`src/rtl/potc_pkg.sv`:
```
package potc_pkg;
  localparam logic [3:0] OP_STEP   = 4'b0010;
  localparam logic [3:0] OP_RD_WIP = 4'b1001;
  localparam logic [3:0] OP_WR_WIP = 4'b1010;
  localparam logic [3:0] OP_RD_REG = 4'b1011;
  localparam logic [3:0] OP_WR_REG = 4'b1100;
  localparam logic [3:0] OP_LD_WIP = 4'b1101;
  localparam logic [3:0] OP_SV_WIP = 4'b1110;

  typedef enum logic [1:0] {
    ST_IDLE,
    ST_CMD,
    ST_DATA,
    ST_STEP
  } eng_st_e;
endpackage

```
`src/rtl/pot_busy_timer.sv`:
```
module pot_busy_timer #(
  parameter int BUSY_CYC = 625000
) (
  input  logic clk,
  input  logic rst,
  input  logic start,
  output logic busy,
  output logic done
);
  localparam int CW = $clog2(BUSY_CYC + 1);
  localparam logic [CW-1:0] LOAD = CW'(BUSY_CYC);
  localparam logic [CW-1:0] ONE  = CW'(1);

  logic [CW-1:0] cnt;

  always_ff @(posedge clk) begin
    if (rst) cnt <= '0;
    else if (start && cnt == '0) cnt <= LOAD;
    else if (cnt != '0) cnt <= cnt - ONE;
  end

  assign busy = (cnt != '0);
  assign done = (cnt == ONE);

  AST_NO_RESTART: assert property (@(posedge clk) disable iff (rst)
    start |-> !busy);
  AST_END_VIA_DONE: assert property (@(posedge clk) disable iff (rst)
    $fell(busy) |-> $past(done));
endmodule

```
`src/rtl/pot_store.sv`:
```
module pot_store #(
  parameter int NREG = 4,
  parameter int W    = 6
) (
  input  logic                    clk,
  input  logic                    we,
  input  logic [$clog2(NREG)-1:0] waddr,
  input  logic [W-1:0]            wdata,
  input  logic [$clog2(NREG)-1:0] raddr,
  output logic [W-1:0]            rdata,
  output logic [W-1:0]            rd0
);
  logic [W-1:0] mem [NREG];

  initial begin
    for (int i = 0; i < NREG; i++) mem[i] = '0;
  end

  always_ff @(posedge clk) begin
    if (we) mem[waddr] <= wdata;
  end

  assign rdata = mem[raddr];
  assign rd0   = mem[0];
endmodule

```
`src/rtl/pot_wiper.sv`:
```
module pot_wiper #(
  parameter int W = 6
) (
  input  logic         clk,
  input  logic         rst,
  input  logic [W-1:0] recall_val,
  input  logic         ld,
  input  logic [W-1:0] ld_val,
  input  logic         step,
  input  logic         up,
  output logic [W-1:0] wip
);
  localparam logic [W-1:0] TOP = {W{1'b1}};
  localparam logic [W-1:0] ONE = W'(1);

  always_ff @(posedge clk) begin
    if (rst) wip <= recall_val;
    else if (ld) wip <= ld_val;
    else if (step) begin
      if (up && wip != TOP) wip <= wip + ONE;
      else if (!up && wip != '0) wip <= wip - ONE;
    end
  end

  AST_SAT_TOP: assert property (@(posedge clk) disable iff (rst)
    (step && !ld && up && wip == TOP) |=> wip == TOP);
  AST_SAT_BOT: assert property (@(posedge clk) disable iff (rst)
    (step && !ld && !up && wip == '0) |=> wip == '0);
  AST_ONE_STEP: assert property (@(posedge clk) disable iff (rst)
    (step && !ld) |=> (wip == $past(wip) || wip == $past(wip) + ONE
                       || wip == $past(wip) - ONE));
  AST_HOLD: assert property (@(posedge clk) disable iff (rst)
    (!step && !ld) |=> $stable(wip));
endmodule

```
`src/rtl/pot_cmd_engine.sv`:
```
module pot_cmd_engine
  import potc_pkg::*;
#(
  parameter int NREG     = 4,
  parameter int W        = 6,
  parameter int BUSY_CYC = 625000
) (
  input  logic         clk,
  input  logic         rst,
  input  logic         frame_start,
  input  logic         frame_stop,
  input  logic         rx_valid,
  input  logic [7:0]   rx_byte,
  input  logic         scl_rise,
  input  logic         sda_lvl,
  input  logic         wr_prot_n,
  output logic         ack_vld,
  output logic         ack_ok,
  output logic [7:0]   tx_byte,
  output logic         busy,
  output logic [W-1:0] wiper
);
  localparam int SW = $clog2(NREG);
  localparam int PADW = 8 - W;

  eng_st_e        st;
  logic [3:0]     op_q;
  logic [SW-1:0]  sel_q;
  logic           pend;
  logic [SW-1:0]  pend_sel;
  logic [W-1:0]   pend_val;
  logic           t_done;
  logic [W-1:0]   st_rdata, st_rd0;
  logic           w_ld, w_step;
  logic [W-1:0]   w_ld_val;

  wire [3:0]    in_op  = rx_byte[7:4];
  wire [SW-1:0] in_sel = rx_byte[2 +: SW];
  wire          lo_ok  = (rx_byte[1:0] == 2'b00);
  wire          op_ok  = lo_ok && (in_op == OP_STEP || in_op == OP_RD_WIP ||
                          in_op == OP_WR_WIP || in_op == OP_RD_REG ||
                          in_op == OP_WR_REG || in_op == OP_LD_WIP ||
                          in_op == OP_SV_WIP);
  wire cmd_go  = rx_valid && !busy && st == ST_CMD && op_ok;
  wire data_go = rx_valid && !busy && st == ST_DATA;

  pot_busy_timer #(.BUSY_CYC(BUSY_CYC)) u_timer (
    .clk(clk), .rst(rst), .start(frame_stop && pend && !busy),
    .busy(busy), .done(t_done));

  pot_store #(.NREG(NREG), .W(W)) u_store (
    .clk(clk), .we(t_done), .waddr(pend_sel), .wdata(pend_val),
    .raddr(in_sel), .rdata(st_rdata), .rd0(st_rd0));

  always_comb begin
    w_ld     = 1'b0;
    w_ld_val = rx_byte[W-1:0];
    if (cmd_go && in_op == OP_LD_WIP) begin
      w_ld     = 1'b1;
      w_ld_val = st_rdata;
    end else if (data_go && op_q == OP_WR_WIP) begin
      w_ld     = 1'b1;
    end
  end
  assign w_step = scl_rise && st == ST_STEP && !busy;

  pot_wiper #(.W(W)) u_wiper (
    .clk(clk), .rst(rst), .recall_val(st_rd0), .ld(w_ld),
    .ld_val(w_ld_val), .step(w_step), .up(sda_lvl), .wip(wiper));

  always_ff @(posedge clk) begin
    if (rst) begin
      st       <= ST_IDLE;
      op_q     <= '0;
      sel_q    <= '0;
      pend     <= 1'b0;
      pend_sel <= '0;
      pend_val <= '0;
      ack_vld  <= 1'b0;
      ack_ok   <= 1'b0;
      tx_byte  <= '0;
    end else begin
      ack_vld <= rx_valid;
      ack_ok  <= 1'b0;
      if (frame_stop) begin
        st   <= ST_IDLE;
        pend <= 1'b0;
      end else if (frame_start && !busy) begin
        st <= ST_CMD;
      end else if (cmd_go) begin
        ack_ok <= 1'b1;
        op_q   <= in_op;
        sel_q  <= in_sel;
        st     <= ST_IDLE;
        case (in_op)
          OP_RD_WIP: tx_byte <= {{PADW{1'b0}}, wiper};
          OP_RD_REG: tx_byte <= {{PADW{1'b0}}, st_rdata};
          OP_WR_WIP, OP_WR_REG: st <= ST_DATA;
          OP_STEP: st <= ST_STEP;
          OP_SV_WIP: if (wr_prot_n) begin
            pend     <= 1'b1;
            pend_sel <= in_sel;
            pend_val <= wiper;
          end
          default: ;
        endcase
      end else if (data_go) begin
        ack_ok <= 1'b1;
        st     <= ST_IDLE;
        if (op_q == OP_WR_REG && wr_prot_n) begin
          pend     <= 1'b1;
          pend_sel <= sel_q;
          pend_val <= rx_byte[W-1:0];
        end
      end else if (rx_valid) begin
        st <= ST_IDLE;
      end
    end
  end

  AST_BUSY_NACK: assert property (@(posedge clk) disable iff (rst)
    (busy && rx_valid) |=> !ack_ok);
  AST_BUSY_FREEZE: assert property (@(posedge clk) disable iff (rst)
    busy |=> $stable(wiper));
  AST_BUSY_CAUSE: assert property (@(posedge clk) disable iff (rst)
    $rose(busy) |-> $past(pend && frame_stop));
  AST_ACK_PAIR: assert property (@(posedge clk) disable iff (rst)
    ack_ok |-> ack_vld);
endmodule

```
`config.mk`:
```
export PLATFORM = sky130hd
export DESIGN_NAME = pot_cmd_engine
export DESIGN_NICKNAME = d
export VERILOG_FILES = /design/src/rtl/potc_pkg.sv /design/src/rtl/pot_busy_timer.sv /design/src/rtl/pot_store.sv /design/src/rtl/pot_wiper.sv /design/src/rtl/pot_cmd_engine.sv
export SDC_FILE = /design/constraint.sdc
export NUM_CORES = 1
export LEC_CHECK = 0
export ABC_AREA = 1
export BUFFER_PORTS_ARGS = -buffer_cell sky130_fd_sc_hd__buf_2
export CAP_MARGIN = 20
export CORE_ASPECT_RATIO = 1.4
export CORE_MARGIN = 5
export CORE_UTILIZATION = 56
export CTS_BUF_LIST = sky130_fd_sc_hd__clkbuf_8
export DETAILED_ROUTE_END_ITERATION = 10
export PLACE_DENSITY = 0.8
export SYNTH_ARGS = -nofsm -noshare
export SYNTH_HDL_FRONTEND = slang
export SYNTH_SLANG_ARGS = --single-unit
```
`constraint.sdc`:
```
create_clock -name clk -period 2 [get_ports clk]
set_clock_uncertainty 0.1 [all_clocks]
set_input_delay 0.1 -clock clk [delete_from_list [all_inputs] [get_ports clk]]
set_output_delay 0.1 -clock clk [all_outputs]
set_load 0.01 [all_outputs]
```
==> metrics, run 1 <==
status finished with violations; failing checks negative setup slack; Syn. warnings 0; Syn Inst Count 530; max cap viols 0; Max Freq 0.489 GHz; clk buf depth 2; CP max stage cell dfxtp_1; DP Wirelength 8140 um; Buffers on Ports 30; Reg power frac 0.324; Initial Util 0.579; CTS H-tree lvls 3; placed cells 694; Comb pwr share 0.444; Sw Share 0.366; layout cells sized above 1 0.310; row cnt 36; Detailed Routing Iterations Pass 1 5; critical path required time 2.13 ns; vias in the first global route 3,886; area of the multi-input gates 2200 um2; RSZ-0062 raised after global routing yes; setup TNS -0.165 ns; top cells by count, synth nand2_1, nor2_1, inv_1; count leader, synth nand2_1; # fillers 499; Die Wd 81.8 um; DR WL/cell 16.0 um; largest stage delay on the critical path 0.33 ns; Critical Path End Type flop; DR vias/cell 5.67; Primary FF master, synth dfxtp_1; CP Data Arrival Time 2.18 ns; first-pass GRT wire length 18,000 um; DIE AREA 9040 um2; post-synthesis cell type count 37; crit path time final 2.05 ns; flops & latches, synth 75; Max Transition Viols Final 0; Yosys top cell by area dfxtp_1; clock slew at reported path FFs 0.08 ns; nets 657; Hold Violations, Final 0; Setup Viol. Count Final 4; height of the die 111 um; total leakage power 2.36 nW; final worst setup slack -0.0460 ns; Vias 4,157; CTS tree done; total congestion overflow 0; area of the mapped netlist 4040 um2; clock group share of total power 0.232; Setup Crit Path Kind reg2reg; I/O pin cnt 33; path category of the worst min-delay check in2reg; number of diodes 0; worst-path fanout max 7; sequential fraction of the synthesis area 0.446; Routed Antenna Nets 0; Synth top area share 0.223; Psw 0.00219 W; Area contributors post-synth dfxtp_1, edfxtp_1, nand2_1; relative slew slack 0.629; DRT Wirelength 11,700 um; Slew @ Worst Pin 0.552 ns; peak supply drop 0.979 mV; ys async rst share 0; CP Cell Sequence nor2_1 -> nand2_2 -> nor2_4 -> nand3_4 -> buf_12 -> buf_12 -> nand2_2 -> nor2_4 -> buf_4 -> nor3_1 -> a211oi_1; Critical Path Source Type flop; Layout Utilization 0.766; Post-synth EDFFs 30; DRT iter0 DRCs 367; core area 6980 um2; power per cell area 1120 nW/um2; Internal 0.00380 W; CTS sink count 75; CTS root buf clkbuf_8; worst skew pair latency 0.36 ns; Final GP Congestion 0.927; GRT Total Usage 0.253; final non-filler cell total 733; storage element area 1810 um2; Remaining DRCs 0; Area growth syn-to-layout 32.3%; crit share post-route 1.02; pin count of the biggest net entering global routing 20; initial antenna violation count 0; TritonCTS Buffers 9; post-synthesis area per instance 7.63 um2
==> metrics by stage <==
step	setup WS, ns	hold slack, ns	instance area (um2)	power (W)
after floorplan	-0.0906	0.143	4110	0.00333
after global placement	-0.159	0.306	4730	0.00409
after detailed placement	-0.187	0.311	4730	0.00416
after CTS	-0.0524	0.00272	5100	0.00569
after global routing	-0.193	0.00933	5350	0.00632
final	-0.0460	0.0151	5350	0.00599
==> timing repair <==
item                       in CTS  in global routing
setup buffers                   6                 14
resized for setup              17                 49
pin swaps                      19                 35
hold endpoints to repair        3                  0
hold buffers                    3                  0
setup endpoints to repair      16                 72
==> registers in the layout, indices dropped and copies added (netlist names) <==
signal / count
sel_q: 2
ack_vld: 1
op_q: 4
u_timer.cnt: 20
st: 2
ack_ok: 1
u_wiper.wip: 6
pend_val: 6
pend: 1
u_store.mem: 24
tx_byte: 6
pend_sel: 2
==> critical path: cells and delay by family, from the launching register on <==
kind	cells	cell delay, ns
AOI/OAI and AO/OA	1	0.10
buffers and inverters	3	0.44
and+or+nand+nor	7	0.94
DFF	1	0.33
==> final timing paths <==
path | startpoint | to | slack (ns) | cells after the start
worst max-delay path | u_timer.cnt[14] | u_timer.cnt[8] | -0.05 | 11
worst min-delay path | rx_byte[5] | op_q[1] | 0.02 | 3
worst max register to register | u_timer.cnt[14] | u_timer.cnt[8] | -0.05 | 11
worst min register to register | op_q[3] | op_q[3] | 0.35 | 2
==> placed cells by master, fill, tap and decap left out, types with 3 or more instances in the layout <==
| cell type | count |
|---|---|
| dfxtp_2 | 7 |
| nor3_1 | 7 |
| a21oi_1 | 20 |
| a31oi_1 | 5 |
| nand3b_1 | 3 |
| o21ai_0 | 23 |
| nor2_1 | 59 |
| dlygate4sd3_1 | 3 |
| buf_4 | 67 |
| nand2_2 | 17 |
| inv_2 | 6 |
| o22ai_1 | 4 |
| nor2_2 | 5 |
| bufinv_16 | 3 |
| nor2_4 | 12 |
| nand2_4 | 5 |
| ha_1 | 4 |
| o211ai_1 | 4 |
| nand3_1 | 32 |
| dfxtp_1 | 38 |
| buf_12 | 3 |
| o21ai_1 | 4 |
| a21oi_2 | 3 |
| clkbuf_8 | 9 |
| nand3_4 | 3 |
| ha_4 | 3 |
| inv_1 | 48 |
| nand4_1 | 14 |
| nand2_1 | 126 |
| nand3_2 | 6 |
| edfxtp_1 | 30 |
| buf_2 | 30 |
| xor2_1 | 6 |
==> layout make-up <==
cell class | count | share of cell area
clock buffers | 9 | 0.0232
clock inverters | 7 | 0.0206
inverters | 53 | 0.0377
multi-input cells | 388 | 0.412
flip-flops and latches | 75 | 0.339
well taps | 95 | 0.0222
repair buffers | 106 | 0.146
==> power by group through the flow <==
stage / clock, W / combinational (W) / sequential (W)
global placement: 0 / 0.00217 / 0.00193
detailed placement: 0 / 0.00223 / 0.00194
finish: 0.00139 / 0.00266 / 0.00194
floorplan: 0 / 0.00137 / 0.00196
global route: 0.00147 / 0.00289 / 0.00196
CTS: 0.00140 / 0.00238 / 0.00191
==> logic make-up after synthesis <==
logic type	count (synthesis)	synth area share
other	1	0.000928
and+or+nand+nor	299	0.343
adders and majority gates	8	0.0266
DFF	75	0.446
buffers and inverters	68	0.0699
xor gates and xnor gates	9	0.0195
AOI/OAI and AO/OA	70	0.0947
==> layer usage <==
| metal | part of all wire | up-vias | GRT usage |
|---|---|---|---|
| li1 | - | 1955 | - |
| met1 | 0.37 | 1959 | 0.287 |
| met2 | 0.53 | 197 | 0.441 |
| met3 | 0.066 | 46 | 0.0546 |
| met4 | 0.037 | 0 | 0.112 |
| met5 | 0 | - | 0 |
Power figures use the tool's default switching activity.
==> inputs of run 2 (changes only) <==
Settings changed: ABC_AREA 1 to default, PLACE_DENSITY 0.8 to 0.81.
==> metrics, run 2 <==
CP Data Arrival Time 2.44 ns; critical path required time 2.01 ns; setup TNS -19.93 ns; R2R setup slack -0.43 ns; flops & latches, synth 75; Critical Path Sink u_wiper.wip[5]; Post-synth EDFFs 30; CTS root buf clkbuf_8; pin count of the biggest net entering global routing 22; core area 6570 um2; Remaining DRCs 0; Detailed Routing Iterations Pass 1 7; max reg flops 24; clk buf depth 2; Slew @ Worst Pin 0.529 ns; largest registers u_store.mem x24, u_timer.cnt x20; CTS H-tree lvls 3; CTS sink count 75; final worst setup slack -0.428 ns; Max Transition Viols Final 0; GRT Total Usage 0.278; power per cell area 1390 nW/um2; final non-filler cell total 569; Layout Utilization 0.862; DP Wirelength 7250 um; I/O pin cnt 33; RSZ-0062 raised after global routing yes; Primary FF master, synth dfxtp_1; Final GP Congestion 0.966; DR WL/cell 23.8 um; number of diodes 0; area of the mapped netlist 3770 um2; Syn Inst Count 351; DRT Wirelength 13,600 um; Synth top area share 0.239; Setup Crit Path Kind reg2reg; max cap viols 0; Routed Antenna Nets 0; storage element area 1810 um2; clock slew at reported path FFs 0.11 ns; row cnt 35; Worst R2R End u_wiper.wip[5]; path category of the worst min-delay check in2reg; sequential fraction of the synthesis area 0.478; CTS tree done; Hold Violations, Final 0; final hold slack 0.0560 ns; post-synthesis area per instance 10.7 um2; Die Wd 79.3 um; Biggest register u_store.mem; vias in the first global route 3,606; Area contributors post-synth dfxtp_1, edfxtp_1, mux2i_1; post-synthesis cell type count 59; Critical Path Source Type flop; total congestion overflow 0; Setup Viol. Count Final 81; # fillers 282; Initial Util 0.573; commonest non-fill, non-tap cells in the layout buf_4, dfxtp_1, nor2_1; count leader, synth dfxtp_1; area of the multi-input gates 2330 um2; height of the die 107 um; crit share post-route 1.21; Syn. warnings 0; peak supply drop 1.47 mV; Vias 3,708; Area growth syn-to-layout 50.4%; failing checks negative setup slack; worst-path fanout max 5; DRT iter0 DRCs 318; layout cells sized above 1 0.527; Critical Path End Type flop; TritonCTS Buffers 9; relative slew slack 0.643; commonest non-fill, non-tap cell in the layout buf_4; Buffers on Ports 30; first-pass GRT wire length 17,900 um; Power, Total 0.00786 W; initial antenna violation count 0; DR vias/cell 6.52; DIE AREA 8490 um2; nets 514; total leakage power 2.39 nW; crit path time final 2.43 ns; ys async rst share 0; critical path launch point u_wiper.wip[2]; worst reg2reg startpoint u_wiper.wip[2]; top cells by count, synth dfxtp_1, nor2_1, edfxtp_1; Yosys top cell by area dfxtp_1; placed cells 519; status finished with violations; Max Freq 0.412 GHz; worst skew pair latency 0.37 ns; R2R depth 9
==> run 2: changes by cell type in the layout (fill, tap and decap cells not counted), sizes merged, moves of 20 or more <==
cell / previous run / this run
buf: 103 / 143
inv: 55 / 10
o21ai: 29 / 9
nand2: 148 / 16
mux2i: 0 / 23
nand3: 41 / 0
nor2: 77 / 39
==> run 2: layout make-up <==
type	count	area share
repair buffers	147	0.209
clock inverters	7	0.0166
flip-flops and latches	75	0.319
multi-input cells	248	0.411
inverters	9	0.00596
well taps	74	0.0163
clock buffers	9	0.0219
==> run 2: worst max-delay path, stage by stage (launching register included) <==
cell      delay, ns
edfxtp_1       0.37
nand4_1        0.18
o21ai_4        0.31
ha_4           0.26
a211oi_2       0.22
o21bai_1       0.13
a21oi_2        0.17
xor2_1         0.17
o21ai_1        0.09
a22o_1         0.19
==> run 2: stage by stage <==
| stage | instance area (um2) | setup WS, ns |
|---|---|---|
| global placement | 4690 | -0.342 |
| floorplan | 3950 | -0.455 |
| detailed placement | 4690 | -0.382 |
| CTS | 5250 | -0.239 |
| global route | 5670 | -0.543 |
| finish | 5670 | -0.428 |
==> run 2: timing repair <==
item	4_1_cts	5_1_grt
hold buffers	4	0
resized for setup	46	59
buffers inserted	14	16
pin swaps	23	33
cloned	0	1
endpoints found under the setup margin	81	81
hold endpoints to repair	6	0
==> run 2: how the worst min path moves through the flow <==
stage | end | startpoint | cells past startpoint | slack (ns)
after floorplan | st[0] | frame_stop | 1 | 0.08
after global placement | ack_ok | frame_start | 2 | 0.22
after detailed placement | ack_ok | frame_start | 2 | 0.22
after CTS | op_q[3] | rx_byte[7] | 3 | 0.009
after global routing | op_q[1] | rx_byte[5] | 4 | 0.07
final | op_q[1] | rx_byte[5] | 4 | 0.06
==> run 2: logic make-up (layout without fill, tap and decap cells) <==
family          after synthesis  count (layout)  share of synthesized area
simple gates                125             126                      0.187
flops                        75              75                      0.478
compound gates               56              56                     0.0977
mux                          44              44                      0.142
buf+inv                      30             172                     0.0375
xor+xnor                     12              12                     0.0279
fa+ha+maj                     8               8                     0.0286
other cells                   1               2                   0.000996
==> run 2: power by group <==
group          internal (W)  switching [W]  total, W  leakage [nW]
logic               0.00227        0.00225   0.00452          1.59
clock network      0.000701       0.000606   0.00131         0.111
registers           0.00183       0.000201   0.00203         0.690
total               0.00480        0.00306   0.00786          2.39
==> run 2: layer usage <==
metal	GRT usage	vias up	wire length, um
met5	0	-	0
met4	0.157	0	1190
met3	0.0513	105	826
met2	0.507	226	7050
met1	0.294	1798	4490
li1	-	1579	-
